===== src/rtl/pin_event_pkg.sv =====
package pin_event_pkg;

  // Trigger mode code is {levelSel, invert}
  typedef enum logic [1:0] {
    TRIG_RISE = 2'b00,
    TRIG_FALL = 2'b01,
    TRIG_LOW  = 2'b10,
    TRIG_HIGH = 2'b11
  } trigMode_e;

  // Per-word strobes passed from control to datapath
  typedef struct packed {
    logic clrStb;
    logic enStb;
  } wordStrobe_t;

endpackage


===== src/rtl/pin_event_detect.sv =====
module pin_event_detect
  import pin_event_pkg::*;
(
  input  logic clk,
  input  logic rst_n,
  input  logic level,
  input  logic levelSel,
  input  logic invert,
  output logic hit
);

  logic prevQ;
  trigMode_e mode;

  // Level seen at the previous edge, used for edge sensing
  always_ff @(posedge clk or negedge rst_n) begin
    if (!rst_n) prevQ <= 1'b0;
    else        prevQ <= level;
  end

  assign mode = trigMode_e'({levelSel, invert});

  always_comb begin
    unique case (mode)
      TRIG_RISE: hit = level & ~prevQ;
      TRIG_FALL: hit = ~level & prevQ;
      TRIG_LOW:  hit = ~level;
      TRIG_HIGH: hit = level;
      default:   hit = 1'b0;
    endcase
  end

endmodule


===== src/rtl/pin_event_ctrl.sv =====
module pin_event_ctrl
  import pin_event_pkg::*;
#(
  parameter int NUM_WORDS = 3
) (
  input  logic                          clk,
  input  logic                          rst_n,
  input  logic [NUM_WORDS-1:0]          clrWe,
  input  logic [NUM_WORDS-1:0]          enWe,
  input  logic                          anyPending,
  output wordStrobe_t [NUM_WORDS-1:0]   strobes,
  output logic                          irq
);

  always_comb begin
    for (int w = 0; w < NUM_WORDS; w++) begin
      strobes[w].clrStb = clrWe[w];
      strobes[w].enStb  = enWe[w];
    end
  end

  // Combined interrupt leaves through a flop
  always_ff @(posedge clk or negedge rst_n) begin
    if (!rst_n) irq <= 1'b0;
    else        irq <= anyPending;
  end

endmodule


===== src/rtl/pin_event_dp.sv =====
module pin_event_dp
  import pin_event_pkg::*;
#(
  parameter int NUM_PINS   = 94,
  parameter int WORD_W     = 32,
  parameter int NUM_WORDS  = 3,
  parameter int TOTAL_BITS = 96
) (
  input  logic                        clk,
  input  logic                        rst_n,
  input  logic [NUM_PINS-1:0]         pinLevel,
  input  logic [NUM_PINS-1:0]         trigLevelSel,
  input  logic [NUM_PINS-1:0]         trigInvert,
  input  wordStrobe_t [NUM_WORDS-1:0] strobes,
  input  logic [WORD_W-1:0]           clrData,
  input  logic [WORD_W-1:0]           enData,
  output logic [TOTAL_BITS-1:0]       statusFlat,
  output logic                        anyPending
);

  logic [TOTAL_BITS-1:0] pendingVec;

  for (genvar p = 0; p < TOTAL_BITS; p++) begin : g_bit
    localparam int WIDX = p / WORD_W;
    localparam int BIDX = p % WORD_W;
    if (p < NUM_PINS) begin : g_pin
      logic hit;
      logic statusQ;
      logic enQ;

      pin_event_detect u_det (
        .clk      (clk),
        .rst_n    (rst_n),
        .level    (pinLevel[p]),
        .levelSel (trigLevelSel[p]),
        .invert   (trigInvert[p]),
        .hit      (hit)
      );

      // Set wins over write-one-to-clear
      always_ff @(posedge clk or negedge rst_n) begin
        if (!rst_n) statusQ <= 1'b0;
        else        statusQ <= (statusQ & ~(strobes[WIDX].clrStb & clrData[BIDX])) | hit;
      end

      always_ff @(posedge clk or negedge rst_n) begin
        if (!rst_n)                    enQ <= 1'b0;
        else if (strobes[WIDX].enStb)  enQ <= enData[BIDX];
      end

      assign statusFlat[p] = statusQ;
      assign pendingVec[p] = statusQ & enQ;
    end else begin : g_pad
      assign statusFlat[p] = 1'b0;
      assign pendingVec[p] = 1'b0;
    end
  end

  assign anyPending = |pendingVec;

endmodule


===== src/rtl/pin_event_unit.sv =====
module pin_event_unit
  import pin_event_pkg::*;
#(
  parameter  int NUM_PINS   = 94,
  parameter  int WORD_W     = 32,
  localparam int NUM_WORDS  = (NUM_PINS + WORD_W - 1) / WORD_W,
  localparam int TOTAL_BITS = NUM_WORDS * WORD_W
) (
  input  logic                  clk,
  input  logic                  rst_n,
  input  logic [NUM_PINS-1:0]   pinLevel,
  input  logic [NUM_PINS-1:0]   trigLevelSel,
  input  logic [NUM_PINS-1:0]   trigInvert,
  input  logic [NUM_WORDS-1:0]  clrWe,
  input  logic [WORD_W-1:0]     clrData,
  input  logic [NUM_WORDS-1:0]  enWe,
  input  logic [WORD_W-1:0]     enData,
  output logic [TOTAL_BITS-1:0] statusWords,
  output logic                  irq
);

  wordStrobe_t [NUM_WORDS-1:0] strobes;
  logic anyPending;

  pin_event_ctrl #(.NUM_WORDS(NUM_WORDS)) u_ctrl (
    .clk        (clk),
    .rst_n      (rst_n),
    .clrWe      (clrWe),
    .enWe       (enWe),
    .anyPending (anyPending),
    .strobes    (strobes),
    .irq        (irq)
  );

  pin_event_dp #(
    .NUM_PINS   (NUM_PINS),
    .WORD_W     (WORD_W),
    .NUM_WORDS  (NUM_WORDS),
    .TOTAL_BITS (TOTAL_BITS)
  ) u_dp (
    .clk          (clk),
    .rst_n        (rst_n),
    .pinLevel     (pinLevel),
    .trigLevelSel (trigLevelSel),
    .trigInvert   (trigInvert),
    .strobes      (strobes),
    .clrData      (clrData),
    .enData       (enData),
    .statusFlat   (statusWords),
    .anyPending   (anyPending)
  );

endmodule


===== config.mk =====
export PLATFORM = sky130hd
export DESIGN_NAME = pin_event_unit
export DESIGN_NICKNAME = d
export VERILOG_FILES = /design/src/rtl/pin_event_pkg.sv /design/src/rtl/pin_event_detect.sv /design/src/rtl/pin_event_ctrl.sv /design/src/rtl/pin_event_dp.sv /design/src/rtl/pin_event_unit.sv
export SDC_FILE = /design/constraint.sdc
export NUM_CORES = 1
export LEC_CHECK = 0
export BUFFER_PORTS_ARGS = -buffer_cell sky130_fd_sc_hd__buf_2
export CORE_UTILIZATION = 46
export DETAILED_ROUTE_END_ITERATION = 6
export PLACE_DENSITY = 0.83
export SLEW_MARGIN = 15
export SYNTH_ARGS = -nofsm -noshare
export SYNTH_HDL_FRONTEND = slang
export SYNTH_SLANG_ARGS = --single-unit

===== constraint.sdc =====
create_clock -name clk -period 1.3 [get_ports clk]
set_input_delay 0.13 -clock clk [delete_from_list [all_inputs] [get_ports clk]]
set_output_delay 0.13 -clock clk [all_outputs]
set_load 0.1 [all_outputs]

==> results.md, run 1 <==
- Die height: 174.2 um
- Hold slack final: 0.02072 ns
- CTS tree: built
- Reg2reg setup slack: -0.16 ns
- Reg clk slew, reported paths: 0.06 ns
- Cell Area, Synth: 13640 um^2
- Final hold vios: 0
- Area growth, synth to finish: 60.65%
- Routability Congestion: 0.8959
- DRT Pass-1 Iters: 5
- DRC viols: 0
- CTS HTree Levels: 2
- FP Rows: 62
- Cell count after synthesis: 1290
- Post-place setup slack: -0.2522 ns
- Post-DRT Antenna Nets: 0
- Pwr Density: 1378 nW/um^2
- GRT overflow: 0
- Most frequent cells in the layout: buf_2, dfrtp_1, nand2_1, dlygate4sd3_1, buf_12
- Worst path top cell family by delay: compound AO/OA/AOI/OAI gates
- Failing checks: setup timing
- Initial antenna violation count: 6
- Clock tree buffer depth: 3
- Cell variety after synth: 29
- Final period util: 112.4%
- Largest cells by area after synthesis: dfrtp_1, nand2_1, buf_4, mux2_1, a221o_1
- CP required: 1.67 ns
- Fin worst setup slack: -0.1614 ns
- Final Slew Violations: 0
- Leak: 10.34 nW
- Critical Path Start Type: flip-flop
- # fillers: 1692
- Post-synth top area share: 51.93%
- Synth area leader: dfrtp_1
- Max Cap Viol: 0
- Syn_area_per_cell: 10.57 um^2
- CP Max Fanout: 2
- Unrepaired setup endpoints after global routing: true
- Status: finished with violations
- Layout cells sized above 1: 34.51%
- Power Total: 30.19 mW
- DR vias: 14240
- Core region area: 28940 um^2
- Setup TNS: -2.057 ns
- Critical path buffer and inverter count: 0
- Min Clock Period, post-route: 1.461 ns
- Max stage delay on crit path: 0.40 ns
- Clk sink count: 283
- Synth Register Bits: 283
- Final wirelength: 56420 um
- Clk root buf: clkbuf_16
- Iteration-0 DRC Markers: 1052
- Top Ports: 451
- Most common cell after layout, fill and taps aside: buf_2
- Global-route wire length before repair: 84790 um
- Fmax: 0.6843 GHz
- Worst path slowest cell: dfrtp_1
- IO buf count: 448
- YS warnings: 0
- Clock Skews: 0.01735 ns
- Sequential element share of the synthesized area: 51.93%
- Initial Utilization: 47.13%
- Worst hold path class: in -> reg
- Clk Latency, worst-skew pair: 0.51 ns
- Number of global-route vias before repair: 15380
- DPL Wire Length: 34780 um
- CP endpoint kind: flip-flop
- DIE WIDTH: 174.2 um
- Worst path most repeated cell: nand3_1
- Largest net degree at the start of global routing: 63
- Avg WL per Cell: 23.24 um
- WP data arrival: 1.83 ns
- WS Path Type: reg -> reg
- Cells along the critical path: a22o_1 -> a221oi_2 -> nand3_1 -> nor4_2 -> nand3_1
- VDD IR max: 919.2 uV
- Num CTS Buffers: 34
- Vias per std cell: 5.866
- Die ar.: 30340 um^2
- Nets: 2366
- GRT Util Overall: 36.65%
- Final Setup Violations: 85
==> worst register-to-register path: stages, from the launching register on <==
cell and delay (ns):
dfrtp_1 0.40, a22o_1 0.29, a221oi_2 0.22, nand3_1 0.13
nor4_2 0.18, nand3_1 0.11
==> flip-flops by register name (all words and copies together) (netlist names) <==
| register | flops |
|---|---|
| u_dp.g_bit.g_pin.enQ | 94 |
| u_dp.g_bit.g_pin.statusQ | 94 |
| u_dp.g_bit.g_pin.u_det.prevQ | 94 |
| u_ctrl.irq | 1 |
==> routing by layer <==
layer | vias up | global-route usage (%) | part of all wire, %
met5 | - | 0 | 0
met4 | 0 | 25.00 | 7.7
met3 | 346 | 8.486 | 7.2
met2 | 951 | 63.06 | 49
met1 | 6870 | 40.18 | 36
li1 | 6075 | - | -
==> worst paths after layout <==
kind / from / to / depth (start not counted)
max: u_dp.g_bit[19].g_pin.statusQ / u_ctrl.irq / 5
min: trigInvert[61] / u_dp.g_bit[61].g_pin.statusQ / 5
max reg2reg: u_dp.g_bit[19].g_pin.statusQ / u_ctrl.irq / 5
min reg2reg: u_dp.g_bit[47].g_pin.enQ / u_dp.g_bit[47].g_pin.enQ / 1
max in group asynchronous: rst_n / u_dp.g_bit[54].g_pin.statusQ / 3
min in group asynchronous: rst_n / u_dp.g_bit[23].g_pin.u_det.prevQ / 2
==> power by group <==
group          internal (mW)  total [mW]  switching [mW]  leakage [nW]
logic                   4.22        9.90            5.68          6.55
clock network           6.29        10.0            3.76         0.588
registers               9.63        10.2           0.607          3.20
==> synthesized netlist by cell type <==
cell      number
o21ai_0       20
o21ai_1       17
mux2_2        30
nand2b_1      54
buf_2         16
a21oi_1       97
a21o_1        57
a221o_1       54
a22oi_1       42
xnor2_1        1
mux2i_1       36
dfrtp_1      283
nand3b_1      54
nand4_4        1
nor2b_1        4
nor3_1        93
a221oi_2       2
nand2_1      238
nand3_1        5
a221oi_1       1
buf_1          1
nor3b_1        7
a22o_1         3
nand4_1        7
buf_4         96
nor4_1         3
conb_1         1
clkbuf_1       3
mux2_1        64
==> repair_timing <==
action	in CTS	in global routing
hold buffers	197	0
pin swaps	2	1
cloned	0	0
setup buffers	24	25
hold endpoints to repair	561	0
resized for setup	143	25
endpoints found under the setup margin	96	96
==> metrics by stage <==
stage	cells	utilization (%)	cell area [um^2]
after floorplan	1291	-	13640
after global placement	2128	61.76	17870
after detailed placement	2128	61.76	17870
after CTS	2410	75.18	21750
after global routing	2427	75.70	21900
final	2428	75.71	21910
==> kinds of logic (layout without fill, tap and decap cells) <==
family / after synthesis / after routing / synth area share [%]
flip-flops: 283 / 283 / 51.93
AO/OA/AOI/OAI: 293 / 293 / 14.81
AND/OR/NAND/NOR: 466 / 466 / 16.78
buffers and inverters: 116 / 862 / 5.982
multiplexers: 130 / 130 / 10.40
XOR/XNOR: 1 / 1 / 0.06424
other: 1 / 9 / 0.02750
==> cell type report <==
type / count / area (um^2) / share of cell area [%]
diodes: 7 / 17.52 / 0.07996
flip-flops and latches: 283 / 7083 / 32.33
clock buffers: 54 / 1080 / 4.929
repair buffers: 801 / 7320 / 33.41
clock inverters: 7 / 110.1 / 0.5026
multi-input cells: 892 / 5817 / 26.55
well taps: 384 / 480.5 / 2.193
Power figures use the tool's default switching activity.
==> run 2: changes to the inputs <==
CORE_AREA = 2 2 177 179   (was default)
CORE_UTILIZATION = default   (was 46)
DIE_AREA = 0 0 179 181   (was default)
PLACE_DENSITY = 0.78   (was 0.83)
SETUP_SLACK_MARGIN = 0.02   (was default)
clock period = 1.65 ns   (was 1.3 ns; I/O delays follow)
==> run 2 against run 1 <==
Against the previous run:
- the flow now finishes without violations
- critical path type is now reg -> out
- routed wire length is 17% lower
- critical endpoint is now statusWords[92]
- core utilization down 14 points
- via count shrank 12%
- sequential power fell by 21%
- non-clock buffer count decreased by 172
- register-to-register slack improved by 0.26 ns
- setup slack better by 0.22 ns
- highest routed layer unchanged
- first-iteration DRC count shrank 32%
==> results.md, run 2 (synthesis gave the netlist of run 1 again) <==
- Status: completed
- DP Cell Count: 2042 (-4.0%)
- Clk sink count: 283 (unchanged)
- Clock Skews: 0.01336 ns (-0.003994 ns)
- Nets: 2194 (-7.3%)
- Initial Utilization: 44.93% (-2.2 points)
- DIE WIDTH: 179 um (+2.8%)
- Final hold vios: 0 (unchanged)
- Worst path slowest cell: buf_2
- Final Setup Violations: 0 (-100%)
- Layout Cells excl Fill: 2269 (-6.5%)
- WS Path Type: reg -> out
- CP Max Fanout: 3 (+1)
- Routability Congestion: 0.8556 (-4.5%)
- Tightest Pin Transition: 0.5541 ns
- Placed cell area: 15860 um^2 (-11%)
- Top Ports: 451 (unchanged)
- Avg WL per Cell: 20.52 um (-12%)
- Min Clock Period, post-route: 1.591 ns
- CP endpoint kind: output pin
- Worst hold path class: in -> reg
- Unrepaired setup endpoints after global routing: true
- Vias per std cell: 5.515 (-6.0%)
- Leak: 8.801 nW (-15%)
- DRT Pass-1 Iters: 7 (+2)
- WP depth: 1 (-4)
- Global-route wire length before repair: 70900 um (-16%)
- Clock tree buffer depth: 3 (unchanged)
- Hold Crit Depth: 3 (-2)
- Clk root buf: clkbuf_16
- Critical Path Start Type: flip-flop
- DRC viols: 0 (unchanged)
- Post-CTS setup buffers: 0 (-100%)
- Final wirelength: 46560 um (-17%)
- CTS HTree Levels: 2 (unchanged)
- CP required: 1.48 ns (-0.19 ns)
- Most common cell after layout, fill and taps aside: buf_2
- Final period util: 96.42%
- Number of global-route vias before repair: 13200 (-14%)
- Largest net degree at the start of global routing: 57 (-9.5%)
- Clk Latency, worst-skew pair: 0.50 ns (about the same)
- Cells along the critical path: buf_2
- FP Rows: 64 (+3.2%)
- Max stage delay on crit path: 0.47 ns (+0.07 ns)
- Regs by FF count: u_dp.g_bit.g_pin.enQ: 94 flops, u_dp.g_bit.g_pin.statusQ: 94 flops, u_dp.g_bit.g_pin.u_det.prevQ: 94 flops
- Die ar.: 32400 um^2 (+6.8%)
- Pwr Density: 1144 nW/um^2 (-17%)
- Final Instance Area: 18690 um^2 (-15%)
- Max Cap Viol: 0 (unchanged)
- Layout cells sized above 1: 30.17% (-4.3 points)
- Area growth, synth to finish: 37.02%
- Most frequent cells in the layout: buf_2, dfrtp_1, nand2_1, dlygate4sd3_1, a21oi_1
- Max_slew headroom: 63.31%
- GRT overflow: 0 (unchanged)
- Reg clk slew, reported paths: 0.06 ns (about the same)
- DPL Wire Length: 33230 um (-4.4%)
- Initial antenna violation count: 7 (+1)
- DR vias: 12510 (-12%)
- VDD IR max: 650.2 uV (-29%)
- Reg2reg path depth: 5 (unchanged)
- # fillers: 2407 (+42%)
- Num CTS Buffers: 34 (unchanged)
- Fmax: 0.6286 GHz
- IO buf count: 448 (unchanged)
- Iteration-0 DRC Markers: 715 (-32%)
- GRT Util Overall: 28.60% (-8.1 points)
- Final Slew Violations: 0 (unchanged)
- Core region area: 30350 um^2 (+4.9%)
- Worst path top cell family by delay: buffers and inverters
- WP data arrival: 1.43 ns (-0.40 ns)
- Die height: 181 um (+3.9%)
- CTS tree: built
- Post-DRT Antenna Nets: 0 (unchanged)
- Critical path buffer and inverter count: 1 (+1)
## run 2: changes by cell type in the layout (fill, tap and decap cells not counted), moves of 3 or more
cell / previous run / this run
buf_12: 106 / 9
buf_2: 352 / 441
buf_4: 50 / 17
clkbuf_4: 0 / 3
clkinv_2: 4 / 7
dlygate4sd3_1: 197 / 158
buf_6: 94 / 0
## run 2: stage by stage
| stage | TNS (ns) | worst slack, ns | hold WS (ns) | power (mW) | util [%] |
|---|---|---|---|---|---|
| floorplan | 0 | 0.3292 | -0.1306 | 11.88 | - |
| global placement | -0.05212 | -0.05212 | 0.06134 | 13.17 | 52.25 |
| detailed placement | -0.09238 | -0.09238 | 0.06340 | 13.28 | 52.25 |
| CTS | 0 | 0.0008391 | 0.002441 | 21.52 | 61.44 |
| global route | -0.007881 | -0.007881 | 0.02419 | 22.21 | 61.57 |
| finish | 0 | 0.05904 | 0.02606 | 21.37 | 61.57 |
## run 2: routing by layer
metal  wire (um)  part of all wire (%)  GRT usage, %
met1       17940                    39         32.59
met2       23150                    50         50.02
met3        3129                   6.7         6.566
met4        2340                   5.0         13.98
met5           0                     0             0
## run 2: path summary, 6_finish.rpt
kind | start | slack [ns] | endpoint
min | trigLevelSel[79] | 0.03 | u_dp.g_bit[79].g_pin.statusQ
max | u_dp.g_bit[92].g_pin.statusQ | 0.06 | statusWords[92]
min in group asynchronous | rst_n | 0.14 | u_dp.g_bit[58].g_pin.u_det.prevQ
max in group asynchronous | rst_n | 0.82 | u_dp.g_bit[73].g_pin.u_det.prevQ
min reg2reg | u_dp.g_bit[31].g_pin.enQ | 0.49 | u_dp.g_bit[31].g_pin.enQ
max reg2reg | u_dp.g_bit[61].g_pin.statusQ | 0.10 | u_ctrl.irq
## run 2: area by class of cell
class	instances	area (um^2)	area share [%]
timing repair buffer	629	4134	22.12
clock inverter	11	136.4	0.7299
multi-input combinational	892	5762	30.84
clock buffer	51	1059	5.665
tap	396	495.5	2.652
antenna	7	17.52	0.09375
sequential	283	7082	37.90
## run 2: report_power, final
group | switching, mW | leakage (nW) | internal (mW)
Clock | 2.94 | 0.596 | 4.92
Sequential | 0.502 | 3.20 | 7.59
Combinational | 3.80 | 5.00 | 1.63
Total | 7.24 | 8.80 | 14.1
## run 2: repair_timing
action / in CTS / in global routing
hold endpoints to repair: 561 / 0
pin swaps: 0 / 1
hold buffers: 158 / 0
endpoints found under the setup margin: 4 / 4
resized for setup: 4 / 5
==> run 3: changes to the inputs <==
CORE_AREA = default   (was 2 2 177 179)
CORE_UTILIZATION = 46   (was default)
DIE_AREA = default   (was 0 0 179 181)
PLACE_DENSITY = 0.83   (was 0.78)
clock period = 1.4 ns   (was 1.65 ns; I/O delays follow)
==> run 3 against run 2 <==
Against the previous run:
- the run now ends with setup timing left
- clock power is 12% higher
- core utilization increased by 8.7 points
- routed wire length is 8.7% higher
- cell count up 3.2%
- first-iteration DRC count increased by 33%
- setup slack lost 0.18 ns
- via count grew 7.9%
- clock-buffer cell count up 1
- non-clock buffer count up 92
- power rose by 23%
- die area fell by 6.4%
- clock skew rose by 0.0016 ns
- largest power group unchanged
==> results.md, run 3 (synthesis gave the netlist of run 1 again) <==
- Leak: 9.580 nW (+8.9%)
- Cells along the critical path: a22o_1 -> a221oi_1 -> buf_4 -> nand3_1 -> nor4_2 -> nand3_1
- Layout cells sized above 1: 32.04% (+1.9 points)
- Area growth, synth to finish: 49.00%
- Regs by FF count: u_dp.g_bit.g_pin.enQ: 94 flops, u_dp.g_bit.g_pin.statusQ: 94 flops, u_dp.g_bit.g_pin.u_det.prevQ: 94 flops
- Core region area: 28940 um^2 (-4.7%)
- Worst path slowest cell: dfrtp_1
- Fmax: 0.6555 GHz
- # fillers: 1909 (-21%)
- Critical Path Start Type: flip-flop
- VDD IR max: 906.3 uV (+39%)
- CP startpoint: u_dp.g_bit[19].g_pin.statusQ
- Final hold vios: 0 (unchanged)
- WP depth: 6 (+5)
- CP endpoint kind: flip-flop
- Worst path most repeated cell: nand3_1
- DRC viols: 0 (unchanged)
- GRT Util Overall: 32.61% (+4.0 points)
- Worst path top cell family by delay: compound AO/OA/AOI/OAI gates
- Status: finished with violations
- Final Setup Violations: 2 (+2)
- Initial antenna violation count: 2 (-5)
- IO buf count: 448 (unchanged)
- Final Slew Violations: 0 (unchanged)
- Number of global-route vias before repair: 14520 (+10%)
- Vias per std cell: 5.768 (+4.6%)
- Unrepaired setup endpoints after global routing: true
- DIE WIDTH: 174.2 um (-2.7%)
- CTS HTree Levels: 2 (unchanged)
- Post-DRT Antenna Nets: 0 (unchanged)
- WS Path Type: reg -> reg
- Num CTS Buffers: 34 (unchanged)
- DR vias: 13500 (+7.9%)
- Clk sink count: 283 (unchanged)
- Routability Congestion: 0.8684 (+1.5%)
- Worst hold path class: in -> reg
- Final period util: 109.0%
- GRT overflow: 0 (unchanged)
- Die height: 174.2 um (-3.8%)
- Failing checks: setup timing
- Iteration-0 DRC Markers: 953 (+33%)
- Clock tree buffer depth: 3 (unchanged)
- Most common cell after layout, fill and taps aside: buf_2
- WP data arrival: 1.90 ns (+0.47 ns)
- Global-route wire length before repair: 77070 um (+8.7%)
- Worst Setup EP: u_ctrl.irq
- Clock Skews: 0.01495 ns (+0.001588 ns)
- CP required: 1.78 ns (+0.30 ns)
- Setup TNS: -0.1313 ns (-0.1313 ns)
- Worst r2r src: u_dp.g_bit[19].g_pin.statusQ
- Post-place setup slack: -0.2027 ns (-0.1103 ns)
- FP Rows: 62 (-3.1%)
- Reg2reg setup slack: -0.13 ns (-0.23 ns)
- Met1 Use GR: 36.60% (+4.0 points)
- Initial Utilization: 47.13% (+2.2 points)
- Nets: 2286 (+4.2%)
- Reg2reg path depth: 6 (+1)
- Top Usage Layer GRT: met2
- Clk root buf: clkbuf_16
- Power Total: 26.22 mW (+23%)
- DRT Pass-1 Iters: 5 (-2)
- Max Cap Viol: 0 (unchanged)
- CP Max Fanout: 2 (-1)
- Reg-to-Reg End: u_ctrl.irq
- Max stage delay on crit path: 0.38 ns (-0.09 ns)
- Critical path buffer and inverter count: 1 (unchanged)
- Clk Latency, worst-skew pair: 0.51 ns (about the same)
- CTS tree: built
- Pwr Density: 1290 nW/um^2 (+13%)
- Largest net degree at the start of global routing: 50 (-12%)
- Met2 usage in global routing: 58.83% (+8.8 points)
- Die ar.: 30340 um^2 (-6.4%)
- Final wirelength: 50590 um (+8.7%)
- Top Ports: 451 (unchanged)
- Fin worst setup slack: -0.1254 ns (-0.1845 ns)
- Hold path start: trigLevelSel[16]
- Avg WL per Cell: 21.61 um (+5.3%)
- DPL Wire Length: 33200 um (about the same)
- GRT met3 Usage: 6.255% (-0.31 points)
- Min Clock Period, post-route: 1.525 ns
- Reg clk slew, reported paths: 0.07 ns (about the same)
- Most frequent cells in the layout: buf_2, dfrtp_1, nand2_1, dlygate4sd3_1, a21oi_1
run 3: cell types whose count changed in the layout (fill, tap and decap cells not counted), sizes merged:
cell,before,now
dlygate4sd3,158,184
buf,468,537
clkbuf,54,52
bufinv,3,1
clkinv,7,2
diode,7,3
clkinvlp,0,2
run 3: what timing repair did:
item                       in CTS  in global routing
resized for setup             178                 63
setup endpoints to repair      92                 51
hold endpoints to repair      559                  0
hold buffers                  184                  0
buffers inserted                3                  2
pin swaps                       5                  0
cloned                          0                  0
run 3: report_power, final:
part           leakage, nW  switching, mW  internal [mW]  total [mW]
Sequential            3.20          0.587           8.94        9.53
Combinational         5.84           4.85           3.00        7.85
Clock                0.543           3.47           5.36        8.83
run 3: layout make-up:
type                       instances  area, um^2  share of cell area (%)
antenna                            3       7.507                 0.03695
clock buffer                      52        1052                   5.179
clock inverter                     6       63.81                  0.3141
multi-input combinational        892        5762                   28.36
sequential                       283        7086                   34.87
tap                              384       480.5                   2.365
timing repair buffer             721        5867                   28.87
run 3: metal layers:
metal  vias up  wire (um)
met3       224       3750
met4         0       2631
li1       5900          -
met2       823      25650
met1      6555      18560
met5         -          0
run 3: worst min path at each step:
| stage | to | slack [ns] | depth (start not counted) |
|---|---|---|---|
| 2_1_floorplan | u_ctrl.irq | -0.16 | 0 |
| 3_3_place_gp | u_dp.g_bit[74].g_pin.u_det.prevQ | 0.09 | 1 |
| 3_5_place_dp | u_dp.g_bit[74].g_pin.u_det.prevQ | 0.09 | 1 |
| 4_1_cts | u_dp.g_bit[44].g_pin.statusQ | 0.0009 | 3 |
| 5_1_grt | u_dp.g_bit[27].g_pin.statusQ | 0.01 | 3 |
| 6_report | u_dp.g_bit[16].g_pin.statusQ | 0.02 | 3 |
run 3: stage by stage:
stage	std cells	util [%]	hold slack (ns)	area, um^2
4_1_cts	2337	69.29	0.0009008	20050
6_report	2341	70.22	0.01853	20320
5_1_grt	2340	70.21	0.01352	20320
3_5_place_dp	2092	56.98	0.09489	16490
2_1_floorplan	1291	-	-0.1556	13640
3_3_place_gp	2092	56.98	0.09069	16490
run 3: worst min-delay path: stages:
cell and delay (ns):
buf_2 0.11, a21o_1 0.11, a221o_1 0.12
